--- src/rtl/crc16_pkg.sv ---
package crc16_pkg;
  typedef struct packed {
    logic loadHigh;
    logic loadLow;
    logic feedByte;
  } crcStrobes_t;

  typedef enum logic {
    SEED_IDLE  = 1'b0,
    SEED_ARMED = 1'b1
  } seedState_t;
endpackage

--- src/rtl/crc16_ctrl.sv ---
module crc16_ctrl
  import crc16_pkg::*;
#(
  parameter int AddrWidth = 2,
  parameter int LowAddr   = 0,
  parameter int HighAddr  = 1
) (
  input  logic                 clk,
  input  logic                 rstN,
  input  logic [AddrWidth-1:0] busAddr,
  input  logic                 busWrEn,
  output crcStrobes_t          strobes,
  output logic                 seedPending
);
  localparam logic [AddrWidth-1:0] LowSel  = AddrWidth'(LowAddr);
  localparam logic [AddrWidth-1:0] HighSel = AddrWidth'(HighAddr);

  seedState_t seedState, seedNext;
  logic hitLow, hitHigh;

  always_comb begin
    hitLow  = busWrEn && (busAddr == LowSel);
    hitHigh = busWrEn && (busAddr == HighSel);
    strobes.loadHigh = hitHigh;
    strobes.loadLow  = hitLow && (seedState == SEED_ARMED);
    strobes.feedByte = hitLow && (seedState == SEED_IDLE);
  end

  always_comb begin
    seedNext = seedState;
    if (hitHigh)     seedNext = SEED_ARMED;
    else if (hitLow) seedNext = SEED_IDLE;
  end

  always_ff @(posedge clk) begin
    if (!rstN) seedState <= SEED_IDLE;
    else       seedState <= seedNext;
  end

  assign seedPending = (seedState == SEED_ARMED);
endmodule

--- src/rtl/crc16_datapath.sv ---
module crc16_datapath
  import crc16_pkg::*;
#(
  parameter int AddrWidth = 2,
  parameter int LowAddr   = 0,
  parameter int HighAddr  = 1,
  parameter int DataWidth = 8,
  parameter logic [2*DataWidth-1:0] Poly = 16'h1021
) (
  input  logic                   clk,
  input  logic                   rstN,
  input  crcStrobes_t            strobes,
  input  logic [DataWidth-1:0]   busWrData,
  input  logic [AddrWidth-1:0]   busAddr,
  input  logic                   busRdEn,
  output logic [DataWidth-1:0]   busRdData,
  output logic [2*DataWidth-1:0] crcState
);
  localparam int CrcWidth = 2 * DataWidth;
  localparam int HiLsb    = CrcWidth - DataWidth;
  localparam logic [AddrWidth-1:0] LowSel  = AddrWidth'(LowAddr);
  localparam logic [AddrWidth-1:0] HighSel = AddrWidth'(HighAddr);

  // Unrolled bit-serial chain: stage 0 is the current state and each
  // later stage has consumed one more data bit, starting at the MSB.
  logic [CrcWidth-1:0] stageVal [DataWidth+1];
  assign stageVal[0] = crcState;

  for (genvar g = 0; g < DataWidth; g++) begin : g_bitStep
    logic fb;
    assign fb = stageVal[g][CrcWidth-1] ^ busWrData[DataWidth-1-g];
    assign stageVal[g+1] = {stageVal[g][CrcWidth-2:0], 1'b0} ^ (fb ? Poly : '0);
  end

  always_ff @(posedge clk) begin
    if (!rstN) begin
      crcState <= '0;
    end else if (strobes.loadHigh) begin
      crcState[CrcWidth-1:HiLsb] <= busWrData;
    end else if (strobes.loadLow) begin
      crcState[DataWidth-1:0] <= busWrData;
    end else if (strobes.feedByte) begin
      crcState <= stageVal[DataWidth];
    end
  end

  always_comb begin
    busRdData = '0;
    if (busRdEn) begin
      if (busAddr == LowSel)       busRdData = crcState[DataWidth-1:0];
      else if (busAddr == HighSel) busRdData = crcState[CrcWidth-1:HiLsb];
    end
  end
endmodule

--- src/rtl/crc_seeded_engine.sv ---
module crc_seeded_engine
  import crc16_pkg::*;
#(
  parameter int AddrWidth = 2,
  parameter int LowAddr   = 0,
  parameter int HighAddr  = 1,
  parameter int DataWidth = 8,
  parameter logic [2*DataWidth-1:0] Poly = 16'h1021
) (
  input  logic                 clk,
  input  logic                 rstN,
  input  logic [AddrWidth-1:0] busAddr,
  input  logic                 busWrEn,
  input  logic                 busRdEn,
  input  logic [DataWidth-1:0] busWrData,
  output logic [DataWidth-1:0] busRdData
);
  localparam int CrcWidth = 2 * DataWidth;

  crcStrobes_t         strobes;
  logic                seedPending;
  logic [CrcWidth-1:0] crcState;

  crc16_ctrl #(
    .AddrWidth(AddrWidth), .LowAddr(LowAddr), .HighAddr(HighAddr)
  ) u_ctrl (
    .clk(clk), .rstN(rstN), .busAddr(busAddr), .busWrEn(busWrEn),
    .strobes(strobes), .seedPending(seedPending)
  );

  crc16_datapath #(
    .AddrWidth(AddrWidth), .LowAddr(LowAddr), .HighAddr(HighAddr),
    .DataWidth(DataWidth), .Poly(Poly)
  ) u_dp (
    .clk(clk), .rstN(rstN), .strobes(strobes), .busWrData(busWrData),
    .busAddr(busAddr), .busRdEn(busRdEn), .busRdData(busRdData),
    .crcState(crcState)
  );
endmodule

--- config.mk ---
export PLATFORM = sky130hd
export DESIGN_NAME = crc_seeded_engine
export DESIGN_NICKNAME = d
export VERILOG_FILES = /design/src/rtl/crc16_pkg.sv /design/src/rtl/crc16_ctrl.sv /design/src/rtl/crc16_datapath.sv /design/src/rtl/crc_seeded_engine.sv
export SDC_FILE = /design/constraint.sdc
export NUM_CORES = 1
export LEC_CHECK = 0
export ABC_AREA = 1
export BUFFER_PORTS_ARGS = -buffer_cell sky130_fd_sc_hd__buf_2
export CORE_MARGIN = 2
export CORE_UTILIZATION = 50
export DETAILED_ROUTE_END_ITERATION = 10
export PLACE_DENSITY = 0.72
export REMOVE_ABC_BUFFERS = 1
export SETUP_SLACK_MARGIN = 0.5
export SYNTH_ARGS = -nofsm -noshare
export SYNTH_HDL_FRONTEND = slang
export SYNTH_SLANG_ARGS = --single-unit
--- constraint.sdc ---
create_clock -name clk -period 1.74 [get_ports clk]
set_input_delay 0.087 -clock clk [delete_from_list [all_inputs] [get_ports clk]]
set_output_delay 0.087 -clock clk [all_outputs]
set_load 0.1 [all_outputs]
==> results of run 1 <==
==> worst register-to-register path, delay by kind of cell (launching register included) <==
family | cells | cell delay, ns
AO/OA/AOI/OAI | 1 | 0.10
XOR/XNOR | 1 | 0.15
buffers and inverters | 2 | 0.17
flip-flops | 1 | 0.35
AND/OR/NAND/NOR | 4 | 0.38
==> metal layers <==
metal,wire [µm],up-vias
met1,1650,689
met4,92,0
met5,0,-
li1,-,701
met2,1990,77
met3,300,14
==> path summary, 6_finish.rpt <==
path	end	slack [ns]
worst max-delay path	busRdData[6]	0.48
worst min-delay path	u_dp.crcState[4]	0.08
worst max register to register	u_dp.crcState[13]	0.50
worst min register to register	u_dp.crcState[2]	0.52
==> power breakdown <==
part	leakage, nW	switching (mW)	internal, mW
Clock	0.0150	0.138	0.0895
Sequential	0.147	0.0343	0.415
Combinational	0.612	0.261	0.163
==> repair_timing <==
action,CTS,global route
endpoints found under the setup margin,17,17
hold buffers,0,0
gates resized for setup,44,42
buffers inserted,1,10
pin swaps,2,16
==> state kept, by name, indices dropped and copies added (netlist names) <==
name / flops
u_ctrl.seedPending: 1
u_dp.crcState: 16
==> cell families after synthesis <==
family	after synthesis	share of synthesized area [%]
xor gates and xnor gates	13	8.72
AOI/OAI and AO/OA	34	17.5
DFF	17	26.1
buffers and inverters	30	9.97
and+or+nand+nor	102	37.7
==> cells in the final DEF, fill, tap and decap left out <==
| cell | instances |
|---|---|
| nor2_8 | 1 |
| o211ai_1 | 2 |
| dfxtp_4 | 6 |
| nor2_1 | 3 |
| clkbuf_1 | 1 |
| a21oi_2 | 13 |
| dfxtp_1 | 3 |
| xor2_2 | 1 |
| xnor2_1 | 3 |
| buf_4 | 10 |
| buf_12 | 6 |
| nand3_2 | 8 |
| xnor2_4 | 1 |
| o21ai_0 | 3 |
| or2_4 | 1 |
| buf_8 | 2 |
| a21oi_1 | 5 |
| a211oi_2 | 3 |
| a31oi_1 | 4 |
| nor2_4 | 3 |
| nand3_1 | 11 |
| inv_1 | 23 |
| a31oi_2 | 1 |
| nand2_1 | 53 |
| xnor2_2 | 2 |
| dfxtp_2 | 8 |
| clkinv_2 | 1 |
| clkbuf_4 | 3 |
| buf_2 | 13 |
| xor2_1 | 6 |
| nand2_4 | 2 |
| buf_6 | 1 |
| o22ai_1 | 3 |
| inv_2 | 4 |
| nand2_2 | 19 |
| nand3b_1 | 1 |
==> per-stage QoR <==
step	setup slack [ns]	setup TNS, ns	cell area, µm²
after floorplan	-0.251	-1.94	1280
after global placement	0.397	0	1420
after detailed placement	0.310	0	1420
after CTS	0.469	0	1580
after global routing	0.399	0	1820
final	0.477	0	1820
==> layout make-up <==
cell class / count / area (µm²) / area share (%)
inverter: 28 / 106 / 5.85
clock buffer: 4 / 26.3 / 1.44
timing repair buffer: 32 / 302 / 16.6
multi-input combinational: 149 / 975 / 53.6
sequential: 17 / 373 / 20.5
tap: 30 / 37.5 / 2.06
==> results.md, run 1 <==
- Post-layout util: 73.4%
- Period Utilization, post-route: 72.6%
- Die Y: 55.1 µm
- Total power: 1.10 mW
- Synth area leader: dfxtp_1
- Initial Util: 52.7%
- CP Max Fanout: 3
- Initial antenna violation count: 0
- Top cells by area, synth: dfxtp_1, nand2_1, inv_1
- Element type at the critical path start: register
- Max-Cap Viols: 0
- DRT Wirelength: 4030 µm
- WL/cell: 15.5 µm
- DIE WIDTH: 55.1 µm
- Max Fclk: 792 MHz
- Worst hold path class: in -> reg
- Critical-path top delay cell: dfxtp_1
- Count leader, synth: nand2_1
- Fin crit period: 1.26 ns
- CP top delay family: flip-flops
- Max clock buf depth: 2
- Total Routing Usage GR: 25.8%
- Max IR drop VDD: 0.509 mV
- Max-slew violations: 0
- Critical Path, Cell by Cell: nand2_1, a21oi_2, buf_12
- Post-Syn Instances: 196
- Netlist Area Pre-Place: 1310 µm²
- Max incr delay on CP: 0.38 ns
- Met2 usage: 44.6%
- Buf/Inv on CP: 1
- Worst endpoint required time: 1.65 ns
- Number of DRC markers in iteration 0: 67
- Met3 Use GR: 5.65%
- Relative slew margins: 61.7%
- CP Class: reg -> out
- Clock slew at reported path FFs: 0.11 ns
- Final HPWL DP: 2460 µm
- RSZ-0062 raised after global routing: true
- Routed Antenna Nets: 0
- # rows: 18
- Post-Layout Cell Count: 260
- # fillers: 186
- Largest net degree at the start of global routing: 18
- Die ar.: 3030 µm²
- Setup crit end kind: output pin
- DRC: 0
- Clock Skews: 0.00619 ns
- Met1 Usage GRT: 32.2%
- Syn Area/Cell: 6.66 µm²
- Post-synth top cells: nand2_1, inv_1, dfxtp_1
- Arrival @ worst endpoint: 1.18 ns
- Routability congestion estimate: 0.915
- Drt pass-1 iters: 5
- TritonCTS clock tree: built
- H-tree levels: 1
- Hold Path Stages: 3
- Most used routing layer: met2
- Crit path from: u_dp.crcState[6]
- Area Growth Syn to Fin: 39.4%
- Worst r2r src: u_dp.crcState[9]
- Register-to-Register Path Depth: 8
- Minimum hold slack: 0.0768 ns
- # placed instances: 245
- Total grt overflow: 0
- CP Depth: 3
- Setup violations, final: 0
- Vias after detailed routing: 1481
- Clk_lat worst skew: 0.30 ns
- Netlist cell types: 26
- Inserted Diodes: 0
- Core Region: 2480 µm²
- Hold Vio Cnt, Final: 0
- Clock sinks: 17
- First-pass GRT wire length: 5490 µm
- Num CTS Buffers: 3
- Share of the synthesized area in the top cell type: 26.1%
- Post-synth EDFFs: 0
- IO buf count: 21
- Vias in the first global route: 1236
- Synthesis Warnings: 0
- Pwr Density: 605 nW/µm²
- Sequential cell area fraction in the yosys report: 26.1%
- Clk root buf: clkbuf_4
- Post-synth top flop: dfxtp_1
- Ports: 22
- Hold Path Origin: busWrData[4]
- Post-synth ARST share: 0%
- Via-per-instance ratio: 5.70
- Share of layout cells above drive strength 1: 47.4%
- #FFs+latches synth: 17
- Outcome: complete, no violations
- Final Net Count: 245
- Slew @ Worst Pin: 0.574 ns
- Lkg Pwr: 0.774 nW
(Power assumes the default switching activity.)
==> inputs of run 2 (changes only) <==
==> constraint.sdc (replaced) <==
create_clock -name clk -period 1.2 [get_ports clk]
set_input_delay 0.06 -clock clk [delete_from_list [all_inputs] [get_ports clk]]
set_output_delay 0.06 -clock clk [all_outputs]
set_load 0.1 [all_outputs]
==> run 2 against run 1 <==
Compared with the run above:
- the flow now finishes with violations (negative setup slack)
- die area did not move
- hold slack got worse by 0.049 ns
- first-iteration DRC count is 22% higher
- critical endpoint is now u_dp.crcState[2]
- highest routed layer unchanged
==> results.md, run 2 (synthesized netlist as in run 1, its figures left out) <==
- Pwr Density: 842 nW/µm² (+39%)
- Setup crit end kind: register
- WL/cell: 19.7 µm (+27%)
- Slew @ Worst Pin: 0.654 ns (+0.0797 ns)
- Ports: 22 (unchanged)
- Vias after detailed routing: 1727 (+17%)
- Biggest register: u_dp.crcState
- CP Max Fanout: 4 (+1)
- Largest net degree at the start of global routing: 11 (-7)
- Max Fclk: 765 MHz
- Clock Power Share: 18.9% (-1.8 points)
- Max clock buf depth: 2 (unchanged)
- Drt pass-1 iters: 4 (-1)
- Total power: 1.87 mW (+70%)
- Area Growth Syn to Fin: 70.5%
- Relative slew margins: 56.4% (-5.3 points)
- IO buf count: 21 (unchanged)
- Initial Util: 52.7% (unchanged)
- Minimum hold slack: 0.0275 ns (-0.0493 ns)
- TritonCTS clock tree: built
- Fin crit period: 1.31 ns
- Routability congestion estimate: 0.888 (-3.0%)
- Net Switching: 782 µW (+81%)
- Hold buffers post-CTS: 0 (unchanged)
- Arrival @ worst endpoint: 1.54 ns (+0.36 ns)
- CP dominant cell by count: nand2_2
- Die Y: 55.1 µm (unchanged)
- Sequential share of power: 35.4% (-5.5 points)
- Clock sinks: 17 (unchanged)
- Share of layout cells above drive strength 1: 64.8% (+17 points)
- Max-Cap Viols: 0 (unchanged)
- Number of DRC markers in iteration 0: 82 (+22%)
- Fin worst setup slack: -0.107 ns (-0.584 ns)
- # placed instances: 262 (+6.9%)
- Comb power frac: 45.8% (+7.3 points)
- Total grt overflow: 0 (unchanged)
- Internal: 1.09 mW (+63%)
- RSZ-0062 raised after global routing: true
- Clock slew at reported path FFs: 0.12 ns (about the same)
- Max IR drop VDD: 0.986 mV (+94%)
- Period Utilization, post-route: 109%
- Total Routing Usage GR: 31.9% (+6.1 points)
- Worst hold path class: in -> reg
- CP Class: reg -> reg
- Hold Vio Cnt, Final: 0 (unchanged)
- Routed Antenna Nets: 0 (unchanged)
- Lkg Pwr: 0.980 nW (+27%)
- Vias in the first global route: 1491 (+21%)
- Failing checks: negative setup slack
- Final Net Count: 268 (+9.4%)
- # rows: 18 (unchanged)
- Clk root buf: clkbuf_4
- Clock Skews: 0.00344 ns (-0.00275 ns)
- Element type at the critical path start: register
- Largest register FFs: 16 (unchanged)
- Commonest non-fill, non-tap cell in the layout: nand2_1
- Via-per-instance ratio: 6.10 (+7.1%)
- DRC: 0 (unchanged)
- Worst endpoint required time: 1.44 ns (-0.21 ns)
- Core Region: 2480 µm² (unchanged)
- Buf/Inv on CP: 2 (+1)
- Die ar.: 3030 µm² (unchanged)
- CP top delay family: flip-flops
- Initial antenna violation count: 0 (unchanged)
- Inserted Diodes: 0 (unchanged)
- Critical Path, Cell by Cell: buf_6, xor2_1, nand2_1, nand2_2, buf_4, nand2_2, a31oi_1
- Post-Layout Cell Count: 283 (+8.8%)
- Critical-path top delay cell: dfxtp_4
- DIE WIDTH: 55.1 µm (unchanged)
- Outcome: finished, violations left
- DRT Wirelength: 5570 µm (+38%)
- Clk_lat worst skew: 0.31 ns (about the same)
- Sw frac: 41.8% (+2.4 points)
- H-tree levels: 1 (unchanged)
- Setup violations, final: 10 (+10)
- Final HPWL DP: 2760 µm (+12%)
- Num CTS Buffers: 3 (unchanged)
- First-pass GRT wire length: 6750 µm (+23%)
- Max incr delay on CP: 0.39 ns (about the same)
- Max-slew violations: 0 (unchanged)
- Highest-count cells in the layout ignoring fill and taps: nand2_1, nand2_2, buf_4
==> run 2: changes by cell type in the layout (fill, tap and decap cells not counted), moves of 4 or more <==
cell     delta
buf_4      +12
nand2_2    +11
nand2_1    -19
nand2_4     +8
buf_6       +9
a21oi_4     +4
==> run 2: tightest hold or removal path, stage by stage <==
cell and delay, ns:
buf_2 0.12, nand2_1 0.06, a31oi_1 0.07
==> run 2: repair_timing <==
action	4_1_cts	5_1_grt
gates cloned	1	0
setup endpoints to repair	25	25
gates resized for setup	48	62
buffers inserted	9	7
pin swaps	19	26
==> run 2: path summary, 6_finish.rpt <==
| check | startpoint | slack (ns) | cells past startpoint | end |
|---|---|---|---|---|
| worst min register to register | u_dp.crcState[1] | 0.53 | 2 | u_dp.crcState[1] |
| worst min-delay path | busWrData[4] | 0.03 | 3 | u_dp.crcState[4] |
| worst max register to register | u_dp.crcState[10] | -0.11 | 7 | u_dp.crcState[2] |
| worst max-delay path | u_dp.crcState[10] | -0.11 | 7 | u_dp.crcState[2] |
==> run 2: through the flow <==
step	setup slack (ns)	instance area [µm²]	setup TNS [ns]	util, %
5_1_grt	-0.155	2220	-1.16	89.8
6_report	-0.107	2220	-0.390	89.8
3_5_place_dp	-0.0308	1680	-0.0602	68.0
4_1_cts	-0.0560	1930	-0.175	77.9
3_3_place_gp	0.0327	1680	0	68.0
2_1_floorplan	-0.764	1280	-6.04	-
==> run 2: power by group through the flow <==
stage	clock, mW	sequential, mW	combinational [mW]
after floorplan	0	0.647	0.355
after global placement	0	0.653	0.543
after detailed placement	0	0.656	0.555
after CTS	0.348	0.648	0.646
after global routing	0.373	0.666	0.906
final	0.353	0.662	0.857
==> run 2: layout make-up <==
type / instances / area, µm²
clock inverter: 1 / 5.00
fill: 108 / 253
sequential: 17 / 379
clock buffer: 3 / 22.5
multi-input combinational: 150 / 1150
inverter: 28 / 106
tap: 30 / 37.5
timing repair buffer: 54 / 523
==> run 2: routing by layer <==
metal / GRT usage, % / part of all wire (%) / vias to the layer above
met5: 0 / 0 / -
met4: 17.1 / 8.0 / 0
met3: 4.03 / 11 / 55
met2: 51.6 / 46 / 142
met1: 41.3 / 35 / 783
li1: - / - / 747
